--- src/rtl/sd_dpath_pkg.sv ---
package sd_dpath_pkg;
  typedef enum logic [1:0] {
    ST_IDLE  = 2'd0,
    ST_SEND  = 2'd1,
    ST_RECV  = 2'd2,
    ST_RWAIT = 2'd3
  } dp_state_e;

  typedef enum logic [1:0] {
    XM_BLOCK  = 2'd0,
    XM_STREAM = 2'd1,
    XM_MULTI  = 2'd2
  } xfer_mode_e;

  localparam logic [1:0] SEL_LEN  = 2'd0;
  localparam logic [1:0] SEL_CTRL = 2'd1;
  localparam logic [1:0] SEL_CNT  = 2'd2;

  localparam int unsigned CB_EN   = 0;
  localparam int unsigned CB_DIR  = 1;
  localparam int unsigned CB_MODE = 2;
  localparam int unsigned CB_RWS  = 3;
endpackage

--- src/rtl/sd_holdoff.sv ---
module sd_holdoff #(
  parameter int unsigned HOLD_CYC = 5
) (
  input  logic clk_i,
  input  logic rst_ni,
  input  logic wr_req_i,
  output logic accept_o,
  output logic busy_o
);
  generate
    if (HOLD_CYC == 0) begin : g_nohold
      assign busy_o   = 1'b0;
      assign accept_o = wr_req_i;
    end else begin : g_hold
      localparam int unsigned HW = $clog2(HOLD_CYC + 1);
      logic [HW-1:0] hold_q;

      assign busy_o   = (hold_q != '0);
      assign accept_o = wr_req_i && !busy_o;

      always_ff @(posedge clk_i or negedge rst_ni) begin
        if (!rst_ni)       hold_q <= '0;
        else if (accept_o) hold_q <= HW'(HOLD_CYC);
        else if (busy_o)   hold_q <= hold_q - 1'b1;
      end
    end
  endgenerate
endmodule

--- src/rtl/sd_xfer_cnt.sv ---
module sd_xfer_cnt #(
  parameter int unsigned CNT_W = 25
) (
  input  logic             clk_i,
  input  logic             rst_ni,
  input  logic             load_i,
  input  logic [CNT_W-1:0] load_val_i,
  input  logic             dec_i,
  output logic [CNT_W-1:0] count_o,
  output logic             last_o
);
  logic [CNT_W-1:0] cnt_q;

  always_ff @(posedge clk_i or negedge rst_ni) begin
    if (!rst_ni)     cnt_q <= '0;
    else if (load_i) cnt_q <= load_val_i;
    else if (dec_i)  cnt_q <= cnt_q - 1'b1;
  end

  assign count_o = cnt_q;
  assign last_o  = (cnt_q == CNT_W'(1));
endmodule

--- src/rtl/sd_dpath_fsm.sv ---
module sd_dpath_fsm
  import sd_dpath_pkg::*;
(
  input  logic      clk_i,
  input  logic      rst_ni,
  input  logic      start_i,
  input  logic      rw_req_i,
  input  logic      dir_i,
  input  logic      rw_release_i,
  input  logic      byte_i,
  input  logic      len_zero_i,
  input  logic      last_i,
  output dp_state_e state_o,
  output logic      load_o,
  output logic      dec_o,
  output logic      done_o
);
  dp_state_e st_q, st_d;

  always_comb begin
    st_d   = st_q;
    load_o = 1'b0;
    dec_o  = 1'b0;
    done_o = 1'b0;
    unique case (st_q)
      ST_IDLE: begin
        if (start_i) begin
          load_o = 1'b1;
          if (len_zero_i)    done_o = 1'b1;
          else if (rw_req_i) st_d = ST_RWAIT;
          else               st_d = dir_i ? ST_RECV : ST_SEND;
        end
      end
      ST_RWAIT: begin
        if (rw_release_i) st_d = ST_RECV;
      end
      default: begin
        if (byte_i) begin
          dec_o = 1'b1;
          if (last_i) begin
            done_o = 1'b1;
            st_d   = ST_IDLE;
          end
        end
      end
    endcase
  end

  always_ff @(posedge clk_i or negedge rst_ni) begin
    if (!rst_ni) st_q <= ST_IDLE;
    else         st_q <= st_d;
  end

  assign state_o = st_q;
endmodule

--- src/rtl/sd_dpath_ctrl.sv ---
module sd_dpath_ctrl
  import sd_dpath_pkg::*;
#(
  parameter int unsigned CNT_W     = 25,
  parameter int unsigned DATA_W    = 32,
  parameter int unsigned CARD_HOLD = 3,
  parameter int unsigned BUS_HOLD  = 2
) (
  input  logic              clk_i,
  input  logic              rst_ni,
  input  logic              wr_en_i,
  input  logic [1:0]        wr_sel_i,
  input  logic [DATA_W-1:0] wr_data_i,
  input  logic              sdio_mode_i,
  input  logic              byte_done_i,
  input  logic              dend_clr_i,
  output logic [1:0]        state_o,
  output logic [DATA_W-1:0] count_o,
  output logic              data_end_o,
  output logic              ctrl_busy_o,
  output logic [1:0]        xfer_mode_o
);
  localparam int unsigned HOLD_CYC = CARD_HOLD + BUS_HOLD;

  logic             ctrl_req, ctrl_acc, start, rw_release;
  logic             load, dec, done, last;
  logic             mode_q, dend_q;
  logic [CNT_W-1:0] len_q, cnt;
  dp_state_e        st;

  assign ctrl_req = wr_en_i && (wr_sel_i == SEL_CTRL);

  sd_holdoff #(.HOLD_CYC(HOLD_CYC)) u_hold (
    .clk_i    (clk_i),
    .rst_ni   (rst_ni),
    .wr_req_i (ctrl_req),
    .accept_o (ctrl_acc),
    .busy_o   (ctrl_busy_o)
  );

  // length register keeps only the counter width
  always_ff @(posedge clk_i or negedge rst_ni) begin
    if (!rst_ni)                              len_q <= '0;
    else if (wr_en_i && wr_sel_i == SEL_LEN)  len_q <= wr_data_i[CNT_W-1:0];
  end

  always_ff @(posedge clk_i or negedge rst_ni) begin
    if (!rst_ni)       mode_q <= 1'b0;
    else if (ctrl_acc) mode_q <= wr_data_i[CB_MODE];
  end

  assign start      = ctrl_acc && wr_data_i[CB_EN];
  assign rw_release = ctrl_acc && !wr_data_i[CB_RWS];

  sd_dpath_fsm u_fsm (
    .clk_i        (clk_i),
    .rst_ni       (rst_ni),
    .start_i      (start),
    .rw_req_i     (wr_data_i[CB_RWS]),
    .dir_i        (wr_data_i[CB_DIR]),
    .rw_release_i (rw_release),
    .byte_i       (byte_done_i),
    .len_zero_i   (len_q == '0),
    .last_i       (last),
    .state_o      (st),
    .load_o       (load),
    .dec_o        (dec),
    .done_o       (done)
  );

  sd_xfer_cnt #(.CNT_W(CNT_W)) u_cnt (
    .clk_i      (clk_i),
    .rst_ni     (rst_ni),
    .load_i     (load),
    .load_val_i (len_q),
    .dec_i      (dec),
    .count_o    (cnt),
    .last_o     (last)
  );

  // set beats clear
  always_ff @(posedge clk_i or negedge rst_ni) begin
    if (!rst_ni)         dend_q <= 1'b0;
    else if (done)       dend_q <= 1'b1;
    else if (dend_clr_i) dend_q <= 1'b0;
  end

  always_comb begin
    if (!mode_q)          xfer_mode_o = XM_BLOCK;
    else if (sdio_mode_i) xfer_mode_o = XM_MULTI;
    else                  xfer_mode_o = XM_STREAM;
  end

  assign state_o    = st;
  assign count_o    = DATA_W'(cnt);
  assign data_end_o = dend_q;
endmodule

--- config.mk ---
export PLATFORM = sky130hd
export DESIGN_NAME = sd_dpath_ctrl
export DESIGN_NICKNAME = d
export VERILOG_FILES = /design/src/rtl/sd_dpath_pkg.sv /design/src/rtl/sd_holdoff.sv /design/src/rtl/sd_xfer_cnt.sv /design/src/rtl/sd_dpath_fsm.sv /design/src/rtl/sd_dpath_ctrl.sv
export SDC_FILE = /design/constraint.sdc
export NUM_CORES = 1
export LEC_CHECK = 0
export BUFFER_PORTS_ARGS = -buffer_cell sky130_fd_sc_hd__buf_2
export CORE_MARGIN = 8
export CORE_UTILIZATION = 40
export DETAILED_ROUTE_END_ITERATION = 12
export GPL_TIMING_DRIVEN = 1
export MAX_ROUTING_LAYER = met4
export PLACE_DENSITY_LB_ADDON = 0.12
export SYNTH_ARGS = -nofsm -noshare
export SYNTH_HDL_FRONTEND = slang
export SYNTH_SLANG_ARGS = --single-unit
--- constraint.sdc ---
create_clock -name clk_i -period 2.45 [get_ports clk_i]
set_clock_uncertainty 0.2 [all_clocks]
set_input_delay 0.3675 -clock clk_i [delete_from_list [all_inputs] [get_ports clk_i]]
set_output_delay 0.3675 -clock clk_i [all_outputs]
set_load 0.1 [all_outputs]
==> metrics.txt, run 1 <==
# TYPE chip_impl_metric gauge
chip_impl_info{name="critical-path-top-cell-by-count",value="or4_4"} 1
chip_impl_metric{name="syn2layout_area_growth",unit="%"} 26.6
chip_impl_metric{name="critical_path_buf_inv_count",unit=""} 0
chip_impl_metric{name="portBuffers",unit=""} 63
chip_impl_metric{name="boundaryPins",unit=""} 78
chip_impl_metric{name="num_vias",unit=""} 2302
chip_impl_metric{name="first_iter_violations",unit=""} 56
chip_impl_metric{name="postSynthAreaPerCell",unit="um2"} 10.5
chip_impl_metric{name="met2RoutedLength",unit="um"} 3110
chip_impl_metric{name="layout_setup_ws",unit="ns"} 0.0488
chip_impl_info{name="critical_path.reg2reg.endpoint",value="u_fsm.state_o[0]"} 1
chip_impl_metric{name="core-area",unit="mm2"} 0.00714
chip_impl_metric{name="power.share.combinational",unit="%"} 54.7
chip_impl_metric{name="drt-pass1-iter-count",unit=""} 4
chip_impl_metric{name="total_leakage_power",unit="nW"} 1.59
chip_impl_metric{name="post_synth_num_cell_types",unit=""} 37
chip_impl_metric{name="drcViolationCount",unit=""} 0
chip_impl_metric{name="later_pin_clock_latency_in_the_skew_report",unit="ns"} 0.34
chip_impl_metric{name="finalSetupViolations",unit=""} 0
chip_impl_metric{name="critical-path-max-stage-delay",unit="ns"} 0.56
chip_impl_info{name="worstReg2RegStart",value="u_cnt.count_o[17]"} 1
chip_impl_metric{name="fp.dieArea",unit="mm2"} 0.0102
chip_impl_info{name="cts_root_buffer",value="clkbuf_8"} 1
chip_impl_metric{name="sequentialPowerShare",unit="%"} 29.5
chip_impl_metric{name="gr_usage_total",unit="%"} 15.2
chip_impl_metric{name="drt.antenna.violating_nets",unit=""} 0
chip_impl_info{name="grt_setup_unrepaired",value="no"} 1
chip_impl_metric{name="cp_num_cells",unit=""} 5
chip_impl_metric{name="drt-met1-wl",unit="um"} 3520
chip_impl_metric{name="reg2regPathDepth",unit=""} 5
chip_impl_metric{name="post_route_cells_drive_above_1_share",unit="%"} 41.6
chip_impl_info{name="hold_path_startpoint",value="wr_data_i[22]"} 1
chip_impl_metric{name="r2r_setup_slack",unit="ns"} 0.05
chip_impl_info{name="critical_path.endpoint_type",value="flop"} 1
chip_impl_metric{name="grt_overflow_total",unit=""} 0
chip_impl_metric{name="power_report.internal_total",unit="mW"} 2.52
chip_impl_metric{name="die_width",unit="um"} 101
chip_impl_metric{name="finalHoldViolations",unit=""} 0
chip_impl_metric{name="worst_ir_drop_vdd",unit="V"} 0.000547
chip_impl_metric{name="drt-wirelength-per-cell",unit="um"} 15.4
chip_impl_metric{name="yosysWarnings",unit=""} 0
chip_impl_metric{name="antenna_cells",unit=""} 0
chip_impl_info{name="startpoint_type",value="flop"} 1
chip_impl_metric{name="routed_via_density",unit=""} 4.98
chip_impl_metric{name="fin_nets",unit=""} 404
chip_impl_metric{name="clock_sinks",unit=""} 57
chip_impl_info{name="tritoncts",value="built"} 1
chip_impl_metric{name="holdPathStages",unit=""} 2
chip_impl_metric{name="cell_row_count",unit=""} 31
chip_impl_metric{name="seq_area_frac_synth",unit="%"} 49.2
chip_impl_info{name="outcome",value="finished clean"} 1
chip_impl_metric{name="dpl-instance-area",unit="mm2"} 0.00344
chip_impl_metric{name="finalCritPeriodShare",unit="%"} 98.0
chip_impl_metric{name="grt_first_pass_wirelength",unit="um"} 11600
chip_impl_info{name="crit_type",value="reg -> reg"} 1
chip_impl_info{name="min_delay_worst_endpoint",value="len_q[22]"} 1
chip_impl_metric{name="post_synth_inst_count",unit=""} 276
chip_impl_metric{name="clock_network_fraction_of_design_power",unit="%"} 15.7
chip_impl_metric{name="synth-adder-area-share",unit="%"} 2.59
chip_impl_metric{name="post-place-ws",unit="ns"} -0.00912
chip_impl_info{name="maxUsedRoutingLayer",value="met4"} 1
chip_impl_metric{name="timing_max_transition_violations_final",unit=""} 0
chip_impl_metric{name="max_freq",unit="MHz"} 416
chip_impl_metric{name="detailed_placer_s_ending_hpwl",unit="um"} 5320
chip_impl_metric{name="clock_path_buffers",unit=""} 2
chip_impl_metric{name="switching_power_total",unit="mW"} 2.98
chip_impl_metric{name="post-route-min-period",unit="ns"} 2.40
chip_impl_metric{name="die_ht",unit="um"} 101
chip_impl_info{name="critical_path.top_delay_family",value="simple AND/OR/NAND/NOR gates"} 1
chip_impl_metric{name="grt_antenna_before_repair",unit=""} 0
chip_impl_metric{name="grt_start_max_net_pins",unit=""} 52
chip_impl_metric{name="synth-simple-area-share",unit="%"} 18.5
chip_impl_metric{name="maxCapViolCount",unit=""} 0
chip_impl_metric{name="number_of_global_route_vias_before_repair",unit=""} 2371
chip_impl_metric{name="cp.arrival",unit="ns"} 2.47
chip_impl_metric{name="totalWireLength",unit="um"} 7100
chip_impl_metric{name="synth.cell_area",unit="mm2"} 0.00290
chip_impl_metric{name="gp_routability_congestion",unit=""} 0.826
chip_impl_metric{name="yosys-mux-area-fraction",unit="%"} 10.5
chip_impl_info{name="critPathSlowestCell",value="or4_4"} 1
chip_impl_info{name="main_combinational_cell_family_by_area_after_synthesis",value="simple AND/OR/NAND/NOR gates"} 1
chip_impl_metric{name="ys_seq_elements",unit=""} 57
chip_impl_metric{name="initial_core_utilization",unit="%"} 40.6
chip_impl_metric{name="fillCellCount",unit=""} 711
chip_impl_metric{name="tritoncts.num_buffers",unit=""} 9
chip_impl_metric{name="cp_max_fo",unit=""} 5
chip_impl_metric{name="final_design_area_no_fill",unit="mm2"} 0.00367
chip_impl_metric{name="p_sw_share",unit="%"} 54.2
chip_impl_metric{name="synth-compound-area-share",unit="%"} 7.98
chip_impl_metric{name="pwr_density_cell",unit="mW/mm2"} 1500
chip_impl_metric{name="cts-htree-levels",unit=""} 3
chip_impl_metric{name="synth_xor_xnor_area_share",unit="%"} 6.95
chip_impl_metric{name="worst-endpoint-required",unit="ns"} 2.52
chip_impl_metric{name="wl_met3",unit="um"} 352
chip_impl_metric{name="worst_setup_hold_path_clk_slew",unit="ns"} 0.06
chip_impl_info{name="cp_cell_instances",value="or4_4 -> nor4_4 -> a21boi_2 -> or4_4 -> nand3_2"} 1
chip_impl_info{name="hp-class",value="in -> reg"} 1
## flip-flops by register name (all words and copies together), names as in the netlist
| name | cells |
|---|---|
| u_hold.g_hold.hold_q | 3 |
| mode_q | 1 |
| len_q | 25 |
| u_cnt.count_o | 25 |
| data_end_o | 1 |
| u_fsm.state_o | 2 |
## routing by layer
layer,track usage [%],vias up
met1,20.2,1113
li1,-,1124
met2,21.6,54
met4,7.79,0
met5,-,-
met3,3.02,11
## stage by stage
step                 TNS, ns  power (mW)  hold WS, ns  utilization, %  cells
finish                     0        5.49       0.0601            51.4    462
global route               0        5.79       0.0551            51.4    462
CTS                 -0.00519        5.51       0.0450            51.2    461
detailed placement  -0.00912        4.61        0.140            48.2    443
global placement    -0.00595        4.58        0.133            48.2    443
floorplan             -0.128        4.00       -0.128               -    282
## cell families after synthesis
logic type | after synthesis
compound gates | 41
xor+xnor | 23
fa+ha+maj | 6
mux | 27
simple gates | 96
buf+inv | 25
flops | 57
other cells | 1
## what timing repair did
action	CTS	global route
pin swaps	4	7
resized for setup	1	3
setup buffers	1	1
endpoints found under the setup margin	1	6
gates cloned	0	0
hold buffers	1	0
endpoints found under the hold margin	17	0
## worst max-delay path by stage
stage                            from               end  slack [ns]
detailed placement  u_cnt.count_o[18]  u_fsm.state_o[1]      -0.009
global route        u_cnt.count_o[17]  u_fsm.state_o[0]        0.01
finish              u_cnt.count_o[17]  u_fsm.state_o[0]        0.05
global placement    u_cnt.count_o[18]  u_fsm.state_o[1]      -0.006
floorplan           u_cnt.count_o[18]  u_fsm.state_o[1]       -0.09
CTS                 u_cnt.count_o[11]  u_fsm.state_o[0]      -0.005
## placed cells by master (no fill, tap or decap), types with 6 or more instances in the layout
| master | Yosys | final |
|---|---|---|
| a21oi_1 | 6 | 6 |
| xor2_1 | 15 | 15 |
| nand2_1 | 33 | 33 |
| dfrtp_1 | 57 | 38 |
| conb_1 | 1 | 7 |
| xnor2_1 | 8 | 8 |
| nor2_1 | 12 | 12 |
| nand3_1 | 7 | 6 |
| inv_1 | 9 | 9 |
| ha_1 | 6 | 6 |
| nor3_1 | 7 | 7 |
| nor4_1 | 9 | 9 |
| buf_2 | 0 | 63 |
| o21ai_0 | 28 | 27 |
| clkbuf_8 | 0 | 10 |
| dfrtp_2 | 0 | 16 |
| mux2_2 | 27 | 27 |
| buf_4 | 7 | 16 |
## synthesized netlist by cell type
library cell | number | share of area, %
a211oi_1 | 3 | 0.78
a21boi_2 | 1 | 0.39
a21oi_1 | 6 | 1.0
a22oi_1 | 1 | 0.26
and2_1 | 1 | 0.22
and3_1 | 1 | 0.22
and3b_1 | 1 | 0.30
and4bb_2 | 1 | 0.43
buf_4 | 7 | 1.8
clkbuf_1 | 9 | 1.2
conb_1 | 1 | 0.13
dfrtp_1 | 57 | 49
ha_1 | 6 | 2.6
inv_1 | 9 | 1.2
mux2_2 | 27 | 10
nand2_1 | 33 | 4.3
nand2b_1 | 1 | 0.22
nand3_1 | 7 | 1.2
nand3b_1 | 4 | 1.0
nand4_1 | 2 | 0.43
nand4b_1 | 2 | 0.60
nand4bb_1 | 1 | 0.39
nor2_1 | 12 | 1.6
nor2b_1 | 4 | 0.86
nor3_1 | 7 | 1.2
nor3_2 | 1 | 0.35
nor3b_1 | 1 | 0.26
nor4_1 | 9 | 1.9
nor4_4 | 2 | 1.5
o21ai_0 | 28 | 4.8
o221ai_1 | 1 | 0.30
o41a_1 | 1 | 0.39
or3_1 | 3 | 0.65
or4_1 | 2 | 0.52
or4_4 | 1 | 0.39
xnor2_1 | 8 | 2.4
xor2_1 | 15 | 4.5
## layout make-up
cell class,instances,area [um2],area share (%)
clock inverters,3,40.0,1.09
inverters,9,33.8,0.921
well taps,99,124,3.38
flip-flops and latches,57,1460,39.7
multi-input cells,200,1400,38.2
repair buffers,81,465,12.7
clock buffers,13,149,4.06
## power by group through the flow
stage / logic, mW / registers [mW] / clock network, mW
after floorplan: 0.989 / 3.01 / 0
after global placement: 2.96 / 1.62 / 0
after detailed placement: 2.97 / 1.64 / 0
after CTS: 3.01 / 1.62 / 0.880
after global routing: 3.18 / 1.69 / 0.922
final: 3.01 / 1.62 / 0.864
No activity file was read; power rests on OpenSTA's default activity.
==> inputs of run 2 (changes only) <==
Settings changed: PLACE_DENSITY set to 0.7, PLACE_DENSITY_LB_ADDON 0.12 to unset.
==> run 2 against run 1 <==
Compared with the run above: sequential power about the same; worst setup slack got worse by 0.022 ns; critical path type unchanged; largest power group unchanged; count of clock-buffer cells in the layout up 1; highest routed layer unchanged.
==> metrics.txt, run 2 (synthesis results as in run 1) <==
# TYPE chip_impl_metric gauge
chip_impl_metric{name="timing_max_transition_violations_final",unit=""} 0
chip_impl_metric{name="grt_antenna_before_repair",unit=""} 0
chip_impl_metric{name="core-area",unit="mm2"} 0.00714
chip_impl_metric{name="cell_row_count",unit=""} 31
chip_impl_info{name="startpoint_type",value="flop"} 1
chip_impl_metric{name="max_freq",unit="MHz"} 413
chip_impl_info{name="critical_path.endpoint_type",value="flop"} 1
chip_impl_metric{name="count_of_placed_standard_cells_in_the_final_layout_fillers_left_out",unit=""} 458
chip_impl_metric{name="initial_core_utilization",unit="%"} 40.6
chip_impl_metric{name="worst-endpoint-required",unit="ns"} 2.51
chip_impl_metric{name="portBuffers",unit=""} 63
chip_impl_metric{name="drt-pass1-iter-count",unit=""} 4
chip_impl_info{name="layout.cells.most_common",value="buf_2"} 1
chip_impl_metric{name="hold-worst-slack",unit="ns"} 0.0737
chip_impl_metric{name="drcViolationCount",unit=""} 0
chip_impl_metric{name="later_pin_clock_latency_in_the_skew_report",unit="ns"} 0.33
chip_impl_metric{name="fillCellCount",unit=""} 668
chip_impl_metric{name="grt_overflow_total",unit=""} 0
chip_impl_info{name="tritoncts",value="built"} 1
chip_impl_metric{name="finalSetupViolations",unit=""} 0
chip_impl_metric{name="drt.antenna.violating_nets",unit=""} 0
chip_impl_info{name="grt_setup_unrepaired",value="yes"} 1
chip_impl_metric{name="wl_met3",unit="um"} 373
chip_impl_metric{name="cts-htree-levels",unit=""} 3
chip_impl_metric{name="gr_usage_total",unit="%"} 14.4
chip_impl_metric{name="number_of_global_route_vias_before_repair",unit=""} 2348
chip_impl_info{name="crit_type",value="reg -> reg"} 1
chip_impl_metric{name="die_width",unit="um"} 101
chip_impl_metric{name="antenna_cells",unit=""} 0
chip_impl_metric{name="clock_path_buffers",unit=""} 2
chip_impl_metric{name="max_slew_margin",unit="%"} 55.2
chip_impl_metric{name="clock_sinks",unit=""} 57
chip_impl_metric{name="num_vias",unit=""} 2268
chip_impl_metric{name="maxCapViolCount",unit=""} 0
chip_impl_metric{name="gp_routability_congestion",unit=""} 0.840
chip_impl_metric{name="boundaryPins",unit=""} 78
chip_impl_metric{name="met2RoutedLength",unit="um"} 3270
chip_impl_metric{name="cp.arrival",unit="ns"} 2.48
chip_impl_metric{name="syn2layout_area_growth",unit="%"} 25.6
chip_impl_metric{name="pwr_density_cell",unit="mW/mm2"} 1480
chip_impl_metric{name="total_leakage_power",unit="nW"} 1.57
chip_impl_info{name="mostFrequentLayoutCells",value="buf_2 (63), dfrtp_1 (38), nand2_1 (33)"} 1
chip_impl_info{name="hp-class",value="in -> reg"} 1
chip_impl_info{name="maxUsedRoutingLayer",value="met4"} 1
chip_impl_metric{name="post-route-min-period",unit="ns"} 2.42
chip_impl_metric{name="detailed_placer_s_ending_hpwl",unit="um"} 5220
chip_impl_info{name="cts_root_buffer",value="clkbuf_8"} 1
chip_impl_metric{name="totalWireLength",unit="um"} 6820
chip_impl_metric{name="first_iter_violations",unit=""} 100
chip_impl_info{name="outcome",value="finished clean"} 1
chip_impl_metric{name="grt_start_max_net_pins",unit=""} 52
chip_impl_metric{name="die_ht",unit="um"} 101
chip_impl_metric{name="drt-wirelength-per-cell",unit="um"} 14.9
chip_impl_metric{name="tritoncts.num_buffers",unit=""} 9
chip_impl_metric{name="worst_setup_hold_path_clk_slew",unit="ns"} 0.07
chip_impl_metric{name="grt_first_pass_wirelength",unit="um"} 11100
chip_impl_metric{name="finalHoldViolations",unit=""} 0
chip_impl_metric{name="routed_via_density",unit=""} 4.95
chip_impl_metric{name="post_route_cells_drive_above_1_share",unit="%"} 40.7
chip_impl_metric{name="cp_max_fo",unit=""} 3
chip_impl_metric{name="fin_nets",unit=""} 400
chip_impl_metric{name="finalCritPeriodShare",unit="%"} 98.9
chip_impl_metric{name="worst_ir_drop_vdd",unit="V"} 0.000481
chip_impl_metric{name="drt-met1-wl",unit="um"} 3060
chip_impl_metric{name="measured_slew_at_the_worst_slew_check_pin",unit="ns"} 0.672
chip_impl_metric{name="post-place-cells",unit=""} 440
chip_impl_metric{name="fp.dieArea",unit="mm2"} 0.0102
## run 2: what timing repair did
action	in CTS	in global routing
setup buffers	0	1
resized for setup	0	1
hold endpoints to repair	28	0
setup endpoints to repair	0	1
hold buffers	1	0
## run 2: critical path, stage by stage (launching register included)
cell	delay [ns]
dfrtp_4	0.49
or4_4	0.59
nor4_4	0.35
a21boi_2	0.12
or4_1	0.51
nand3_1	0.09
## run 2: area by class of cell
type	count	area (um2)	area share (%)
clock buffer	14	173	4.74
clock inverter	2	12.5	0.344
inverter	9	33.8	0.928
multi-input combinational	200	1390	38.2
sequential	57	1460	40.0
tap	99	124	3.40
timing repair buffer	77	448	12.3
## run 2: through the flow
stage	setup slack [ns]	setup TNS, ns	util, %	power (mW)	area (um2)
global placement	0.0499	0	48.1	4.53	3430
CTS	0.0130	0	50.8	5.41	3630
global route	-0.0395	-0.0395	51.0	5.68	3640
detailed placement	0.0218	0	48.1	4.59	3430
floorplan	-0.0881	-0.128	-	4.00	2960
finish	0.0266	0	51.0	5.40	3640
## run 2: worst paths after layout
kind                                              start                 endpoint  slack (ns)  depth (start not counted)
worst max-delay path                  u_cnt.count_o[11]         u_fsm.state_o[0]        0.03                          5
worst min-delay path                      wr_data_i[16]                len_q[16]        0.07                          2
worst max register to register        u_cnt.count_o[11]         u_fsm.state_o[0]        0.03                          5
worst min register to register  u_hold.g_hold.hold_q[2]  u_hold.g_hold.hold_q[2]        0.27                          1
max in group asynchronous                        rst_ni         u_cnt.count_o[6]        1.03                          3
min in group asynchronous                        rst_ni  u_hold.g_hold.hold_q[0]        0.42                          2
## run 2: metal layers
| metal | global-route usage [%] | up-vias |
|---|---|---|
| li1 | - | 1114 |
| met1 | 17.8 | 1092 |
| met2 | 21.7 | 54 |
| met3 | 2.89 | 8 |
| met4 | 7.45 | 0 |
| met5 | - | - |
## run 2: where the power goes
group	internal, mW	switching, mW
sequential	1.29	0.333
combinational	0.698	2.27
clock	0.449	0.358
==> inputs of run 3 (changes only) <==
Settings changed: ABC_AREA set to 1, PLACE_DENSITY 0.7 to 0.69, REMOVE_ABC_BUFFERS set to 1.
==> run 3 against run 2 <==
Compared with the run above: global-route usage rose by 1.4 points; cell count up 33%; clock power rose by 36%; largest cell class is now multi-input combinational cells; sequential share of layout area fell by 4.4 points; sequential power is 8% lower; maximum frequency grew 14%; worst hold slack worse by 0.021 ns; die area grew 13%; non-clock buffer count down 12; final area rose by 10%; via count rose by 30%; power is 9.5% higher; highest routed layer unchanged.
==> metrics.txt, run 3 <==
# TYPE chip_impl_metric gauge
chip_impl_metric{name="max_slew_margin",unit="%"} 51.9
chip_impl_metric{name="finalCritPeriodShare",unit="%"} 86.8
chip_impl_metric{name="dpl-instance-area",unit="mm2"} 0.00375
chip_impl_metric{name="power.share.combinational",unit="%"} 56.0
chip_impl_metric{name="seq_area_frac_synth",unit="%"} 42.4
chip_impl_metric{name="r2r_setup_slack",unit="ns"} 0.32
chip_impl_metric{name="final_design_area_no_fill",unit="mm2"} 0.00400
chip_impl_metric{name="later_pin_clock_latency_in_the_skew_report",unit="ns"} 0.35
chip_impl_metric{name="worst-endpoint-required",unit="ns"} 2.47
chip_impl_metric{name="initial_core_utilization",unit="%"} 41.1
chip_impl_metric{name="core-area",unit="mm2"} 0.00818
chip_impl_info{name="layout.cells.most_common",value="nand2_1"} 1
chip_impl_metric{name="drcViolationCount",unit=""} 0
chip_impl_metric{name="max_freq",unit="MHz"} 470
chip_impl_metric{name="cts.repair_timing.setup_buffer_count",unit=""} 0
chip_impl_metric{name="worst_setup_hold_path_clk_slew",unit="ns"} 0.07
chip_impl_info{name="startpoint_type",value="flop"} 1
chip_impl_metric{name="reg2regPathDepth",unit=""} 9
chip_impl_info{name="synth_common_cells",value="nand2_1 (88), nor2_1 (70), inv_1 (63)"} 1
chip_impl_metric{name="post_synth_inst_count",unit=""} 431
chip_impl_metric{name="postSynthAreaPerCell",unit="um2"} 7.80
chip_impl_metric{name="fin_nets",unit=""} 545
chip_impl_metric{name="holdPathStages",unit=""} 3
chip_impl_info{name="hp-class",value="in -> reg"} 1
chip_impl_metric{name="gp_routability_congestion",unit=""} 0.894
chip_impl_metric{name="measured_slew_at_the_worst_slew_check_pin",unit="ns"} 0.719
chip_impl_metric{name="post_synth_num_cell_types",unit=""} 33
chip_impl_metric{name="portBuffers",unit=""} 63
chip_impl_info{name="tritoncts",value="built"} 1
chip_impl_metric{name="totalWireLength",unit="um"} 8460
chip_impl_info{name="critical_path.endpoint_type",value="flop"} 1
chip_impl_info{name="dominantRegCellSynth",value="dfrtp_1"} 1
chip_impl_metric{name="drt.antenna.violating_nets",unit=""} 0
chip_impl_metric{name="p_sw_share",unit="%"} 55.3
chip_impl_metric{name="finalSetupViolations",unit=""} 0
chip_impl_metric{name="ys_seq_elements",unit=""} 57
chip_impl_metric{name="gr_usage_total",unit="%"} 15.7
chip_impl_metric{name="drt-wirelength-per-cell",unit="um"} 13.9
chip_impl_metric{name="switching_power_total",unit="mW"} 3.27
chip_impl_metric{name="boundaryPins",unit=""} 78
chip_impl_metric{name="worst_ir_drop_vdd",unit="V"} 0.000449
chip_impl_metric{name="fp.dieArea",unit="mm2"} 0.0116
chip_impl_metric{name="die_width",unit="um"} 108
chip_impl_metric{name="power_report.internal_total",unit="mW"} 2.64
chip_impl_metric{name="clock_path_buffers",unit=""} 2
chip_impl_metric{name="cell_row_count",unit=""} 33
chip_impl_info{name="yosys.cell_count.top_type",value="nand2_1"} 1
chip_impl_metric{name="total_leakage_power",unit="nW"} 2.10
chip_impl_metric{name="maxCapViolCount",unit=""} 0
chip_impl_info{name="grt_setup_unrepaired",value="no"} 1
chip_impl_metric{name="pwr_density_cell",unit="mW/mm2"} 1480
chip_impl_metric{name="sequentialPowerShare",unit="%"} 25.4
chip_impl_metric{name="routed_via_density",unit=""} 4.83
chip_impl_metric{name="num_vias",unit=""} 2942
chip_impl_metric{name="synth_largest_type_area_fraction",unit="%"} 42.4
chip_impl_metric{name="clock_network_fraction_of_design_power",unit="%"} 18.5
chip_impl_metric{name="timing_max_transition_violations_final",unit=""} 0
chip_impl_metric{name="grt_first_pass_wirelength",unit="um"} 14100
chip_impl_metric{name="hold_buffers_post_cts",unit=""} 1
chip_impl_info{name="outcome",value="finished clean"} 1
chip_impl_metric{name="first_iter_violations",unit=""} 185
chip_impl_info{name="crit_type",value="reg -> reg"} 1
chip_impl_metric{name="synth.cell_area",unit="mm2"} 0.00336
chip_impl_metric{name="post_route_cells_drive_above_1_share",unit="%"} 23.6
chip_impl_metric{name="yosysWarnings",unit=""} 0
chip_impl_metric{name="clock_sinks",unit=""} 57
chip_impl_metric{name="cts-htree-levels",unit=""} 3
chip_impl_metric{name="synth_enable_flop_cells",unit=""} 0
chip_impl_metric{name="number_of_global_route_vias_before_repair",unit=""} 3016
chip_impl_metric{name="grt_overflow_total",unit=""} 0
chip_impl_metric{name="post_cts_resize_count",unit=""} 0
chip_impl_info{name="synth_area_leaders",value="dfrtp_1 (42%), nand2_1 (9.8%), nor2_1 (7.8%), inv_1 (7.0%), mux2_2 (4.4%)"} 1
chip_impl_metric{name="cp_max_fo",unit=""} 19
chip_impl_metric{name="setup-tns-final",unit="ns"} 0
chip_impl_info{name="cts_root_buffer",value="clkbuf_8"} 1
chip_impl_metric{name="die_ht",unit="um"} 108
chip_impl_metric{name="tritoncts.num_buffers",unit=""} 9
chip_impl_metric{name="syn2layout_area_growth",unit="%"} 19.0
chip_impl_metric{name="detailed_placer_s_ending_hpwl",unit="um"} 6490
chip_impl_metric{name="grt_start_max_net_pins",unit=""} 38
chip_impl_metric{name="finalHoldViolations",unit=""} 0
chip_impl_info{name="synth_top_cell_by_area",value="dfrtp_1"} 1
chip_impl_info{name="mostFrequentLayoutCells",value="nand2_1 (88), nor2_1 (70), inv_1 (63), buf_2 (63), dfrtp_1 (57)"} 1
chip_impl_metric{name="antenna_cells",unit=""} 0
chip_impl_metric{name="grt_antenna_before_repair",unit=""} 0
chip_impl_metric{name="post-route-min-period",unit="ns"} 2.13
chip_impl_metric{name="layout.core_utilization",unit="%"} 49.0
chip_impl_metric{name="async_reset_ff_share",unit="%"} 100
chip_impl_metric{name="cp.arrival",unit="ns"} 2.14
chip_impl_metric{name="drt-pass1-iter-count",unit=""} 4
run 3: final timing paths:
| path | end | from |
|---|---|---|
| worst max-delay path | u_cnt.count_o[20] | u_hold.g_hold.hold_q[0] |
| max in group asynchronous | len_q[1] | rst_ni |
| worst max register to register | u_cnt.count_o[20] | u_hold.g_hold.hold_q[0] |
| worst min-delay path | mode_q | wr_data_i[2] |
| min in group asynchronous | u_cnt.count_o[23] | rst_ni |
| worst min register to register | len_q[0] | len_q[0] |
run 3: power groups by stage:
stage | registers, mW | clock network (mW) | logic [mW]
floorplan | 2.70 | 0 | 1.47
global placement | 1.51 | 0 | 3.24
detailed placement | 1.52 | 0 | 3.30
CTS | 1.50 | 1.12 | 3.32
global route | 1.55 | 1.15 | 3.58
finish | 1.50 | 1.10 | 3.31
run 3: routing by layer:
| metal | GRT usage, % | part of all wire [%] | vias to the layer above | routed length, um |
|---|---|---|---|---|
| li1 | - | - | 1491 | - |
| met1 | 18.8 | 45 | 1365 | 3790 |
| met2 | 24.6 | 48 | 73 | 4020 |
| met3 | 3.11 | 5.6 | 13 | 474 |
| met4 | 8.23 | 2.0 | 0 | 167 |
| met5 | - | 0 | - | 0 |
run 3: cell type report:
class	instances	area, um2
flip-flops and latches	57	1430
clock buffers	11	141
multi-input cells	298	1600
well taps	105	131
fillers	817	4170
inverters	68	258
repair buffers	65	345
clock inverters	5	103
run 3: metrics by stage:
stage | hold slack [ns] | worst slack, ns | std cells | total power [mW]
after global routing | 0.0470 | 0.127 | 609 | 6.28
final | 0.0525 | 0.324 | 609 | 5.91
after detailed placement | 0.168 | 0.321 | 592 | 4.81
after global placement | 0.173 | 0.372 | 592 | 4.75
after floorplan | -0.128 | 0.0692 | 423 | 4.17
after CTS | 0.0331 | 0.322 | 609 | 5.94
run 3: kinds of logic (layout without fill, tap and decap cells):
| logic type | after synthesis | count (layout) | share of synthesized area (%) |
|---|---|---|---|
| simple gates | 203 | 203 | 26.3 |
| compound gates | 59 | 59 | 11.2 |
| mux | 13 | 13 | 4.35 |
| buf+inv | 82 | 149 | 10.8 |
| other cells | 1 | 7 | 0.112 |
| xor+xnor | 10 | 10 | 2.60 |
| fa+ha+maj | 6 | 6 | 2.23 |
| flops | 57 | 57 | 42.4 |
run 3: critical path, cell delays in order, from the launching register on:
cell and delay [ns]:
dfrtp_1 0.37, inv_1 0.11, ha_1 0.21, nand2_4 0.08, nor3_4 0.21, nand2_4 0.20, nand2_4 0.27, inv_1 0.18
nand2_1 0.09, o211ai_1 0.08
